## config.mk

```make
export PLATFORM = sky130hd
export DESIGN_NAME = eq_ctl_top
export DESIGN_NICKNAME = d
export VERILOG_FILES = /design/src/rtl/eq_ctl_pkg.sv /design/src/rtl/eq_ctl_sync.sv /design/src/rtl/eq_ctl_deframer.sv /design/src/rtl/eq_ctl_bank.sv /design/src/rtl/eq_ctl_top.sv
export SDC_FILE = /design/constraint.sdc
export NUM_CORES = 1
export LEC_CHECK = 0
export ABC_AREA = 1
export BUFFER_PORTS_ARGS = -buffer_cell sky130_fd_sc_hd__buf_2
export CAP_MARGIN = 5
export CORE_ASPECT_RATIO = 0.6
export CORE_MARGIN = 3
export CORE_UTILIZATION = 43
export CTS_CLUSTER_SIZE = 40
export DETAILED_ROUTE_END_ITERATION = 10
export PLACE_DENSITY = 0.75
export REMOVE_ABC_BUFFERS = 1
export SYNTH_ARGS = -nofsm -noshare
export SYNTH_HDL_FRONTEND = slang
export SYNTH_SLANG_ARGS = --single-unit
```

## constraint.sdc

```tcl
create_clock -name clk -period 2.2 [get_ports clk]
set_input_delay 0 -clock clk [delete_from_list [all_inputs] [get_ports clk]]
set_output_delay 0 -clock clk [all_outputs]
set_load 0.005 [all_outputs]
```

## src/rtl/eq_ctl_pkg.sv

```systemverilog
package eq_ctl_pkg;

    localparam int NUM_CH    = 2;
    localparam int NUM_BAND  = 4;
    localparam int BAND_W    = $clog2(NUM_BAND);
    localparam int FREQ_W    = 4;
    localparam int GAIN_W    = 4;
    localparam int Q_W       = 3;
    localparam int ADDR_BITS = 8;
    localparam int DATA_BITS = 20;
    localparam int FREQ_MAX  = 10;
    localparam int GAIN_MAX  = 12;
    localparam int GAIN_FLAT = 6;

    typedef enum logic [1:0] {
        COLLECT_ADDR = 2'd0,
        COLLECT_DATA = 2'd1,
        COMMIT       = 2'd2
    } rx_state_t;

    typedef struct packed {
        logic                dbl;
        logic                dbl_only;
        logic [NUM_CH-1:0]   ch;
        logic [BAND_W-1:0]   band;
        logic                shelf;
        logic [FREQ_W-1:0]   freq;
        logic [GAIN_W-1:0]   gain;
        logic [Q_W-1:0]      q;
    } eq_cmd_t;

endpackage

```

## src/rtl/eq_ctl_sync.sv

```systemverilog
module eq_ctl_sync #(
    parameter int LINES = 3
) (
    input  logic             clk,
    input  logic             rst_n,
    input  logic [LINES-1:0] async_i,
    output logic [LINES-1:0] sync_o
);

    for (genvar i = 0; i < LINES; i++) begin : g_line
        logic meta_q, stab_q;
        always_ff @(posedge clk or negedge rst_n) begin
            if (!rst_n) begin
                meta_q <= 1'b0;
                stab_q <= 1'b0;
            end else begin
                meta_q <= async_i[i];
                stab_q <= meta_q;
            end
        end
        assign sync_o[i] = stab_q;
    end

endmodule

```

## src/rtl/eq_ctl_deframer.sv

```systemverilog
module eq_ctl_deframer
    import eq_ctl_pkg::*;
#(
    parameter logic [ADDR_BITS-1:0] DEV_ADDR = 8'h82
) (
    input  logic      clk,
    input  logic      rst_n,
    input  logic      ce,
    input  logic      sclk,
    input  logic      sdi,
    output logic      wr_en,
    output eq_cmd_t   cmd
);

    localparam int CNT_W = $clog2(DATA_BITS + 2);
    localparam logic [CNT_W-1:0] CNT_MAX = '1;

    rx_state_t             state_q, state_d;
    logic                  ce_q, sclk_q;
    logic                  ce_rise, ce_fall, sclk_rise;
    logic [ADDR_BITS-1:0]  addr_sr;
    logic [DATA_BITS-1:0]  data_sr;
    logic [CNT_W-1:0]      cnt_q;
    logic                  addr_ok_q;

    logic [2:0]            bsel;
    logic                  band_bad;
    logic                  fields_ok;

    assign ce_rise   =  ce & ~ce_q;
    assign ce_fall   = ~ce &  ce_q;
    assign sclk_rise =  sclk & ~sclk_q;

    // state register
    always_ff @(posedge clk or negedge rst_n) begin
        if (!rst_n) state_q <= COLLECT_ADDR;
        else        state_q <= state_d;
    end

    // transitions
    always_comb begin
        state_d = state_q;
        unique case (state_q)
            COLLECT_ADDR: if (ce_rise) state_d = COLLECT_DATA;
            COLLECT_DATA: if (ce_fall) state_d = COMMIT;
            COMMIT:                    state_d = COLLECT_ADDR;
            default:                   state_d = COLLECT_ADDR;
        endcase
    end

    // shift registers and bit counter
    always_ff @(posedge clk or negedge rst_n) begin
        if (!rst_n) begin
            ce_q      <= 1'b0;
            sclk_q    <= 1'b0;
            addr_sr   <= '0;
            data_sr   <= '0;
            cnt_q     <= '0;
            addr_ok_q <= 1'b0;
        end else begin
            ce_q   <= ce;
            sclk_q <= sclk;
            unique case (state_q)
                COLLECT_ADDR: begin
                    if (ce_rise) begin
                        addr_ok_q <= (addr_sr == DEV_ADDR);
                        cnt_q     <= '0;
                    end else if (sclk_rise) begin
                        addr_sr <= {sdi, addr_sr[ADDR_BITS-1:1]};
                    end
                end
                COLLECT_DATA: begin
                    if (sclk_rise) begin
                        data_sr <= {sdi, data_sr[DATA_BITS-1:1]};
                        if (cnt_q != CNT_MAX) cnt_q <= cnt_q + 1'b1;
                    end
                end
                COMMIT: begin
                    addr_sr <= '0;
                end
                default: ;
            endcase
        end
    end

    // field decode
    assign bsel = data_sr[5:3];

    always_comb begin
        cmd          = '0;
        cmd.dbl      = data_sr[0];
        cmd.ch       = data_sr[2:1];
        cmd.dbl_only = (bsel[2:1] == 2'b00);
        cmd.freq     = data_sr[9:6];
        cmd.gain     = data_sr[13:10];
        cmd.q        = data_sr[16:14];
        band_bad     = 1'b0;
        unique case (bsel)
            3'b010:  begin cmd.band = BAND_W'(0); cmd.shelf = 1'b0; end
            3'b011:  begin cmd.band = BAND_W'(0); cmd.shelf = 1'b1; end
            3'b100:  cmd.band = BAND_W'(1);
            3'b101:  cmd.band = BAND_W'(2);
            3'b110:  cmd.band = BAND_W'(3);
            3'b111:  band_bad = 1'b1;
            default: ;
        endcase
    end

    assign fields_ok = cmd.dbl_only ||
                       (!band_bad &&
                        (cmd.freq <= FREQ_W'(FREQ_MAX)) &&
                        (cmd.gain <= GAIN_W'(GAIN_MAX)));

    // outputs
    always_comb begin
        wr_en = 1'b0;
        if (state_q == COMMIT)
            wr_en = addr_ok_q && (cnt_q == CNT_W'(DATA_BITS)) && fields_ok;
    end

endmodule

```

## src/rtl/eq_ctl_bank.sv

```systemverilog
module eq_ctl_bank
    import eq_ctl_pkg::*;
(
    input  logic                               clk,
    input  logic                               rst_n,
    input  logic                               wr_en,
    input  eq_cmd_t                            cmd,
    output logic [NUM_CH*NUM_BAND*FREQ_W-1:0]  freq_o,
    output logic [NUM_CH*NUM_BAND*GAIN_W-1:0]  gain_o,
    output logic [NUM_CH*NUM_BAND*Q_W-1:0]     q_o,
    output logic [NUM_CH-1:0]                  shelf_o,
    output logic                               dbl_o
);

    logic band_wr;
    assign band_wr = wr_en && !cmd.dbl_only;

    for (genvar c = 0; c < NUM_CH; c++) begin : g_ch
        for (genvar b = 0; b < NUM_BAND; b++) begin : g_band
            localparam int IDX = c * NUM_BAND + b;
            logic [FREQ_W-1:0] freq_q;
            logic [GAIN_W-1:0] gain_q;
            logic [Q_W-1:0]    q_q;
            always_ff @(posedge clk or negedge rst_n) begin
                if (!rst_n) begin
                    freq_q <= '0;
                    gain_q <= GAIN_W'(GAIN_FLAT);
                    q_q    <= '0;
                end else if (band_wr && cmd.ch[c] && (cmd.band == BAND_W'(b))) begin
                    freq_q <= cmd.freq;
                    gain_q <= cmd.gain;
                    q_q    <= cmd.q;
                end
            end
            assign freq_o[IDX*FREQ_W +: FREQ_W] = freq_q;
            assign gain_o[IDX*GAIN_W +: GAIN_W] = gain_q;
            assign q_o[IDX*Q_W +: Q_W]          = q_q;
        end

        logic shelf_q;
        always_ff @(posedge clk or negedge rst_n) begin
            if (!rst_n)
                shelf_q <= 1'b0;
            else if (band_wr && cmd.ch[c] && (cmd.band == '0))
                shelf_q <= cmd.shelf;
        end
        assign shelf_o[c] = shelf_q;
    end

    always_ff @(posedge clk or negedge rst_n) begin
        if (!rst_n)     dbl_o <= 1'b0;
        else if (wr_en) dbl_o <= cmd.dbl;
    end

endmodule

```

## src/rtl/eq_ctl_top.sv

```systemverilog
module eq_ctl_top
    import eq_ctl_pkg::*;
#(
    parameter logic [7:0] DEV_ADDR = 8'h82
) (
    input  logic        clk,
    input  logic        rst_n,
    input  logic        ce_i,
    input  logic        sclk_i,
    input  logic        sdi_i,
    output logic [31:0] freq_o,
    output logic [31:0] gain_o,
    output logic [23:0] q_o,
    output logic [1:0]  shelf_o,
    output logic        dbl_o
);

    logic [2:0] sync_v;
    logic       ce_s;
    logic       wr_en;
    eq_cmd_t    cmd;

    eq_ctl_sync #(.LINES(3)) u_sync (
        .clk     (clk),
        .rst_n   (rst_n),
        .async_i ({sdi_i, sclk_i, ce_i}),
        .sync_o  (sync_v)
    );

    assign ce_s = sync_v[0];

    eq_ctl_deframer #(.DEV_ADDR(DEV_ADDR)) u_defr (
        .clk   (clk),
        .rst_n (rst_n),
        .ce    (ce_s),
        .sclk  (sync_v[1]),
        .sdi   (sync_v[2]),
        .wr_en (wr_en),
        .cmd   (cmd)
    );

    eq_ctl_bank u_bank (
        .clk     (clk),
        .rst_n   (rst_n),
        .wr_en   (wr_en),
        .cmd     (cmd),
        .freq_o  (freq_o),
        .gain_o  (gain_o),
        .q_o     (q_o),
        .shelf_o (shelf_o),
        .dbl_o   (dbl_o)
    );

endmodule

```

==> impl_results.md, run 1 <==
- Status: complete, no violations
- Crit path largest cell delay: 390 ps
- Worst Skew: 15.53 ps
- Max IR drop VDD: 724.1 µV
- GRT Util Overall: 20.61%
- Row count: 31
- Seq cells post-synth: 135
- DIE AREA: 14700 µm²
- Max-cap violations: 0
- CTS tree: done
- IO Pins: 96
- Top_reg_cell synth: dfrtp_1
- Initial Util: 45.57%
- DRC viols: 0
- Relative slew slack: 31.89%
- Core area: 12490 µm²
- Via count: 4778
- Synth top cells by count: nand2_1, dfrtp_1, nand4_1
- Final min period: 2061 ps
- CTS sink count: 135
- Share of cells above drive strength 1: 25.14%
- Adder-Cell Fraction of Synth Area: 0.6595%
- Vias in the first global route: 4554
- Synth Instances: 616
- Root Buffer: clkbuf_16
- Reg2Reg Depth: 10
- Nets: 711
- Clock Path Buffers: 2
- Unrepaired setup endpoints after global routing: no
- Crit path required time: 2560 ps
- Reg2reg start: u_defr.cnt_q[0]
- Pwr/cell area: 1085 nW/µm²
- Final hold violation count: 0
- XOR/XNOR share of the synthesized area: 0%
- Die H: 95.12 µm
- Port Buf Inserts: 95
- Leak: 3.837 nW
- Max Slew Vio Count: 0
- Fmax: 485.2 MHz
- DRT iter0 DRCs: 360
- Asr flop ratio synth: 100.0%
- Initial antenna violation count: 0
- Crit path top cell by count: inv_1
- N_diodes: 0
- Largest net degree at the start of global routing: 57
- Post-layout instance area: 6954 µm²
- Detailed Place HPWL: 9709 µm
- Syn Area/Cell: 9.240 µm²
- Max stage delay cell, worst path: dfrtp_1
- Clock transition at path regs: 60 ps
- Placer congestion estimate: 0.8388
- Main combinational cell family by area after synthesis: simple AND/OR/NAND/NOR gates
- Worst skew pair latency: 420 ps
- CP Launch Type: flip-flop
- Fraction of the yosys area taken by sequential cells: 59.71%
- ANT nets after route: 0
- Most common cell in the netlist: nand2_1
- First-pass DRT Iterations: 5
- Fill cell count: 1100
- Synth area leaders: dfrtp_1, nand2_1, nand4_1, dfstp_2, buf_6
- CTS H-tree depth: 4
- Final setup fails: 0
- Critical Path AT: 2420 ps
- CP Max Fanout: 52
- Mux share of post-synthesis cell area: 0%
- Setup CP Type: flip-flop to flip-flop
- CP cell instances: inv_1 -> ha_1 -> inv_1 -> nor2_1 -> nand3_2 -> nor3_4 -> buf_12 -> buf_4 -> nand4_1 -> nand2_1
- Hold Path Class: input pin to asynchronous set/reset pin
- Synth Area in Simple Gates: 28.58%
- Compound-Gate Fraction of Synth Area: 3.627%
- Area share of the largest cell type after synthesis: 52.32%
- Setup slack, reg-to-reg: 140 ps
- First-pass GRT wire length: 23680 µm
- Post-Synthesis Cell Area: 5692 µm²
- P&R area growth vs syn: 22.18%
- Vias per cell: 5.423
- Setup TNS: 0 ps
- Gr ovfl total: 0
- Final wirelength: 14590 µm
- Endpoint class of the critical path: flip-flop
- Final period util: 93.68%
- Reg2Reg Capture Point: u_bank.g_ch[0].g_band[0].gain_q[1]
- Top cell family by delay on the critical path: buffers and inverters
- Chip width: 154.5 µm
- DR WL/cell: 16.56 µm
- CTS Buf Count: 17
- CP bufs+invs: 4
- Post-synth cell types: 26
- Warnings from Yosys: 0
- Post-synth top area cell: dfrtp_1
- Worst-Margin Slew: 1017 ps
- Placement Cell Area: 6277 µm²
- Number of synthesized flops with an enable pin: 0
## kinds of logic (layout without fill, tap and decap cells)
family | Yosys count | in the layout
compound gates | 38 | 38
fa+ha+maj | 3 | 3
buf+inv | 85 | 185
flops | 135 | 135
simple gates | 355 | 355
## cell type report
| type | count | area [µm²] | share of cell area (%) |
|---|---|---|---|
| sequential | 135 | 3398 | 48.87 |
| multi-input combinational | 396 | 1916 | 27.55 |
| timing repair buffer | 122 | 715.7 | 10.29 |
| clock buffer | 22 | 484.2 | 6.963 |
| tap | 165 | 206.4 | 2.969 |
| clock inverter | 10 | 117.6 | 1.691 |
| inverter | 31 | 116.4 | 1.673 |
## metal layers
metal,vias to the layer above,track usage (%),routed length [µm]
met5,-,0,0
met4,0,6.539,136
met3,15,5.397,1447
met2,225,28.88,6042
met1,2310,31.21,6960
li1,2228,-,-
## worst max-delay path by stage
stage	start	end	slack, ps	depth (start not counted)
2_1_floorplan	u_defr.cnt_q[0]	u_bank.g_ch[0].g_band[0].freq_q[0]	-1340	9
3_3_place_gp	u_defr.cnt_q[0]	u_bank.g_ch[1].g_band[3].freq_q[3]	200	10
3_5_place_dp	u_defr.cnt_q[0]	u_bank.g_ch[0].g_band[0].freq_q[1]	60	10
4_1_cts	u_defr.cnt_q[0]	u_bank.g_ch[1].g_band[3].q_q[2]	40	10
5_1_grt	u_defr.state_q[0]	u_bank.g_ch[0].g_band[0].gain_q[1]	4	9
6_report	u_defr.cnt_q[0]	u_bank.g_ch[0].g_band[0].gain_q[1]	140	10
## through the flow
step | util (%) | power [mW] | hold slack, ps | std cells | setup slack [ps]
global route | 55.68 | 7.873 | 151.3 | 881 | 3.624
floorplan | - | 3.867 | -295.6 | 562 | -1341
detailed placement | 50.26 | 4.642 | 1.876 | 845 | 55.96
global placement | 50.26 | 4.557 | 2.551 | 845 | 203.7
finish | 55.68 | 7.549 | 107.8 | 881 | 139.2
CTS | 55.40 | 7.513 | 122.9 | 881 | 35.38
## cells in the final DEF, fill, tap and decap left out, types with 10 or more instances in the layout
cell type	Yosys	layout
a21oi_1	10	10
buf_4	2	22
dfstp_2	16	16
dfrtp_1	119	119
nor2_1	15	15
nand2_1	225	225
nand4_1	88	88
inv_1	30	30
clkbuf_16	0	17
buf_2	11	94
o21ai_0	22	22
## timing repair
action,4_1_cts,5_1_grt
setup endpoints to repair,0,77
hold buffers,4,0
setup buffers,0,0
endpoints found under the hold margin,37,0
gates resized for setup,0,7
## sequential cells by signal, indices dropped and copies added (netlist names)
name / cells
u_bank.dbl_o: 1
u_bank.g_ch.g_band.freq_q: 32
u_bank.g_ch.g_band.gain_q: 32
u_bank.g_ch.g_band.q_q: 24
u_bank.g_ch.shelf_q: 2
u_defr.addr_ok_q: 1
u_defr.addr_sr: 8
u_defr.ce_q: 1
u_defr.cnt_q: 5
u_defr.data_sr: 20
u_defr.sclk_q: 1
u_defr.state_q: 2
u_sync.g_line.meta_q: 3
u_sync.g_line.stab_q: 3
## where the power goes
| part | total, mW | switching [mW] | internal, mW |
|---|---|---|---|
| combinational | 1.54 | 1.13 | 0.407 |
| clock | 2.86 | 1.06 | 1.79 |
| sequential | 3.16 | 0.388 | 2.77 |
| total | 7.55 | 2.58 | 4.96 |
Power figures use the tool's default switching activity.
==> run 2: changes to the inputs <==
--- a/config.mk
+++ b/config.mk
@@ -10,10 +10,10 @@
 export CAP_MARGIN = 5
 export CORE_ASPECT_RATIO = 0.6
 export CORE_MARGIN = 3
-export CORE_UTILIZATION = 43
+export CORE_UTILIZATION = 23
 export CTS_CLUSTER_SIZE = 40
 export DETAILED_ROUTE_END_ITERATION = 10
-export PLACE_DENSITY = 0.75
+export PLACE_DENSITY = 0.5
 export REMOVE_ABC_BUFFERS = 1
 export SYNTH_ARGS = -nofsm -noshare
 export SYNTH_HDL_FRONTEND = slang
==> constraint.sdc (replaced) <==
create_clock -name clk -period 1.9 [get_ports clk]
set_input_delay 0 -clock clk [delete_from_list [all_inputs] [get_ports clk]]
set_output_delay 0 -clock clk [all_outputs]
set_load 0.005 [all_outputs]
==> impl_results.md, run 2 (synthesis results as in run 1) <==
- Final period util: 98.75%
- First-pass DRT Iterations: 5
- Placed cells: 1007
- Commonest non-fill, non-tap cell in the layout: nand2_1
- Die H: 127.9 µm
- Chip width: 209.1 µm
- WHS: 55.05 ps
- Setup slack after layout: 23.79 ps
- Initial Util: 23.99%
- Placement Cell Area: 6599 µm²
- Worst-Margin Slew: 573.9 ps
- Final non-filler cell total: 1061
- Flop pwr share: 41.4%
- CTS sink count: 135
- Pre-CTS setup slack: 53.66 ps
- Vias per cell: 4.596
- DRT iter0 DRCs: 381
- CTS H-tree depth: 4
- Relative slew slack: 61.74%
- CP Max Fanout: 7
- Total power draw: 8.960 mW
- Worst skew pair latency: 420 ps
- Largest net degree at the start of global routing: 50
- CTS Buf Count: 17
- DRC viols: 0
- Final hold violation count: 0
- Fmax: 533.0 MHz
- Root Buffer: clkbuf_16
- Critical Path AT: 2180 ps
- Core area: 23730 µm²
- Clock Power Share: 36.7%
- Via count: 4876
- Gate power share: 21.9%
- Crit path required time: 2210 ps
- Detailed Place HPWL: 11330 µm
- Worst Skew: 10.66 ps
- Endpoint class of the critical path: flip-flop
- Status: complete, no violations
- GRT Util Overall: 12.92%
- Max-cap violations: 0
- Internal: 5.679 mW
- Final setup fails: 0
- ANT nets after route: 0
- Clock Path Buffers: 2
- Port Buf Inserts: 95
- Biggest regs: u_bank.g_ch.g_band.freq_q x32, u_bank.g_ch.g_band.gain_q x32, u_bank.g_ch.g_band.q_q x24
- Final min period: 1876 ps
- Max IR drop VDD: 723.4 µV
- Share of cells above drive strength 1: 29.36%
- Gr ovfl total: 0
- IO Pins: 96
- Placer congestion estimate: 0.7608
- CTS tree: done
- Setup CP Type: flip-flop to flip-flop
- N_diodes: 0
- Max Slew Vio Count: 0
- Final core occ: 32.07%
- Vias in the first global route: 4516
- DR WL/cell: 17.03 µm
- Post-layout instance area: 7609 µm²
- Highest-count cells in the layout ignoring fill and taps: nand2_1, dfrtp_1, buf_2, nand4_1, inv_1
- Leak: 4.010 nW
- Clock transition at path regs: 60 ps
- Hold Path Class: input pin to asynchronous set/reset pin
- Nets: 741
- DIE AREA: 26730 µm²
- First-pass GRT wire length: 26880 µm
- Unrepaired setup endpoints after global routing: yes
- Final wirelength: 18070 µm
- Sw Share: 36.61%
- Setup TNS: 0 ps
- Row count: 43
- Sw power: 3.280 mW
- P&R area growth vs syn: 33.68%
- CP Launch Type: flip-flop
- Initial antenna violation count: 0
- Pwr/cell area: 1178 nW/µm²
==> run 2: power by group through the flow <==
stage	Combinational [mW]	Sequential, mW	Clock (mW)
2_1_floorplan	0.687	3.79	0
3_3_place_gp	1.82	3.71	0
3_5_place_dp	1.82	3.72	0
4_1_cts	1.83	3.67	3.35
5_1_grt	2.16	3.78	3.50
6_report	1.96	3.71	3.29
==> run 2: final timing paths <==
check	start	slack, ps	endpoint	depth (start not counted)
worst max-delay path	u_defr.cnt_q[0]	20	u_bank.g_ch[0].g_band[1].freq_q[2]	11
min in group clk	sdi_i	220	u_sync.g_line[2].meta_q	2
worst min register to register	u_sync.g_line[2].meta_q	350	u_sync.g_line[2].stab_q	0
max in group asynchronous	rst_n	1110	u_defr.data_sr[2]	3
worst min-delay path	rst_n	60	u_bank.g_ch[0].g_band[2].freq_q[2]	2
worst max register to register	u_defr.cnt_q[0]	20	u_bank.g_ch[0].g_band[1].freq_q[2]	11
==> run 2: cell type report <==
| type | instances | area (µm²) |
|---|---|---|
| clock buffer | 18 | 429.2 |
| clock inverter | 14 | 150.1 |
| fill | 2465 | 16120 |
| inverter | 31 | 116.4 |
| multi-input combinational | 397 | 1976 |
| sequential | 135 | 3401 |
| tap | 315 | 394.1 |
| timing repair buffer | 151 | 1142 |
==> run 2: layer usage <==
metal	up-vias	GRT usage [%]	routed length (µm)
met5	-	0	0
met3	9	3.130	1250
met2	166	16.96	6936
met1	2398	20.83	9771
met4	0	2.950	109
li1	2303	-	-
==> run 2: critical path, cell delays in order, from the launching register on <==
cell and delay (ps):
dfrtp_1 390, inv_2 100, ha_4 130, inv_2 30, nor2_2 90, nand3_2 110
nor3_4 260, buf_6 150, clkbuf_16 180, nand3_2 150, nand2_1 110, nand2_1 60
==> run 2: timing repair <==
item / in CTS / in global routing
hold buffers: 4 / 0
gates resized for setup: 0 / 35
setup buffers: 0 / 5
endpoints found under the hold margin: 133 / 0
endpoints found under the setup margin: 0 / 83
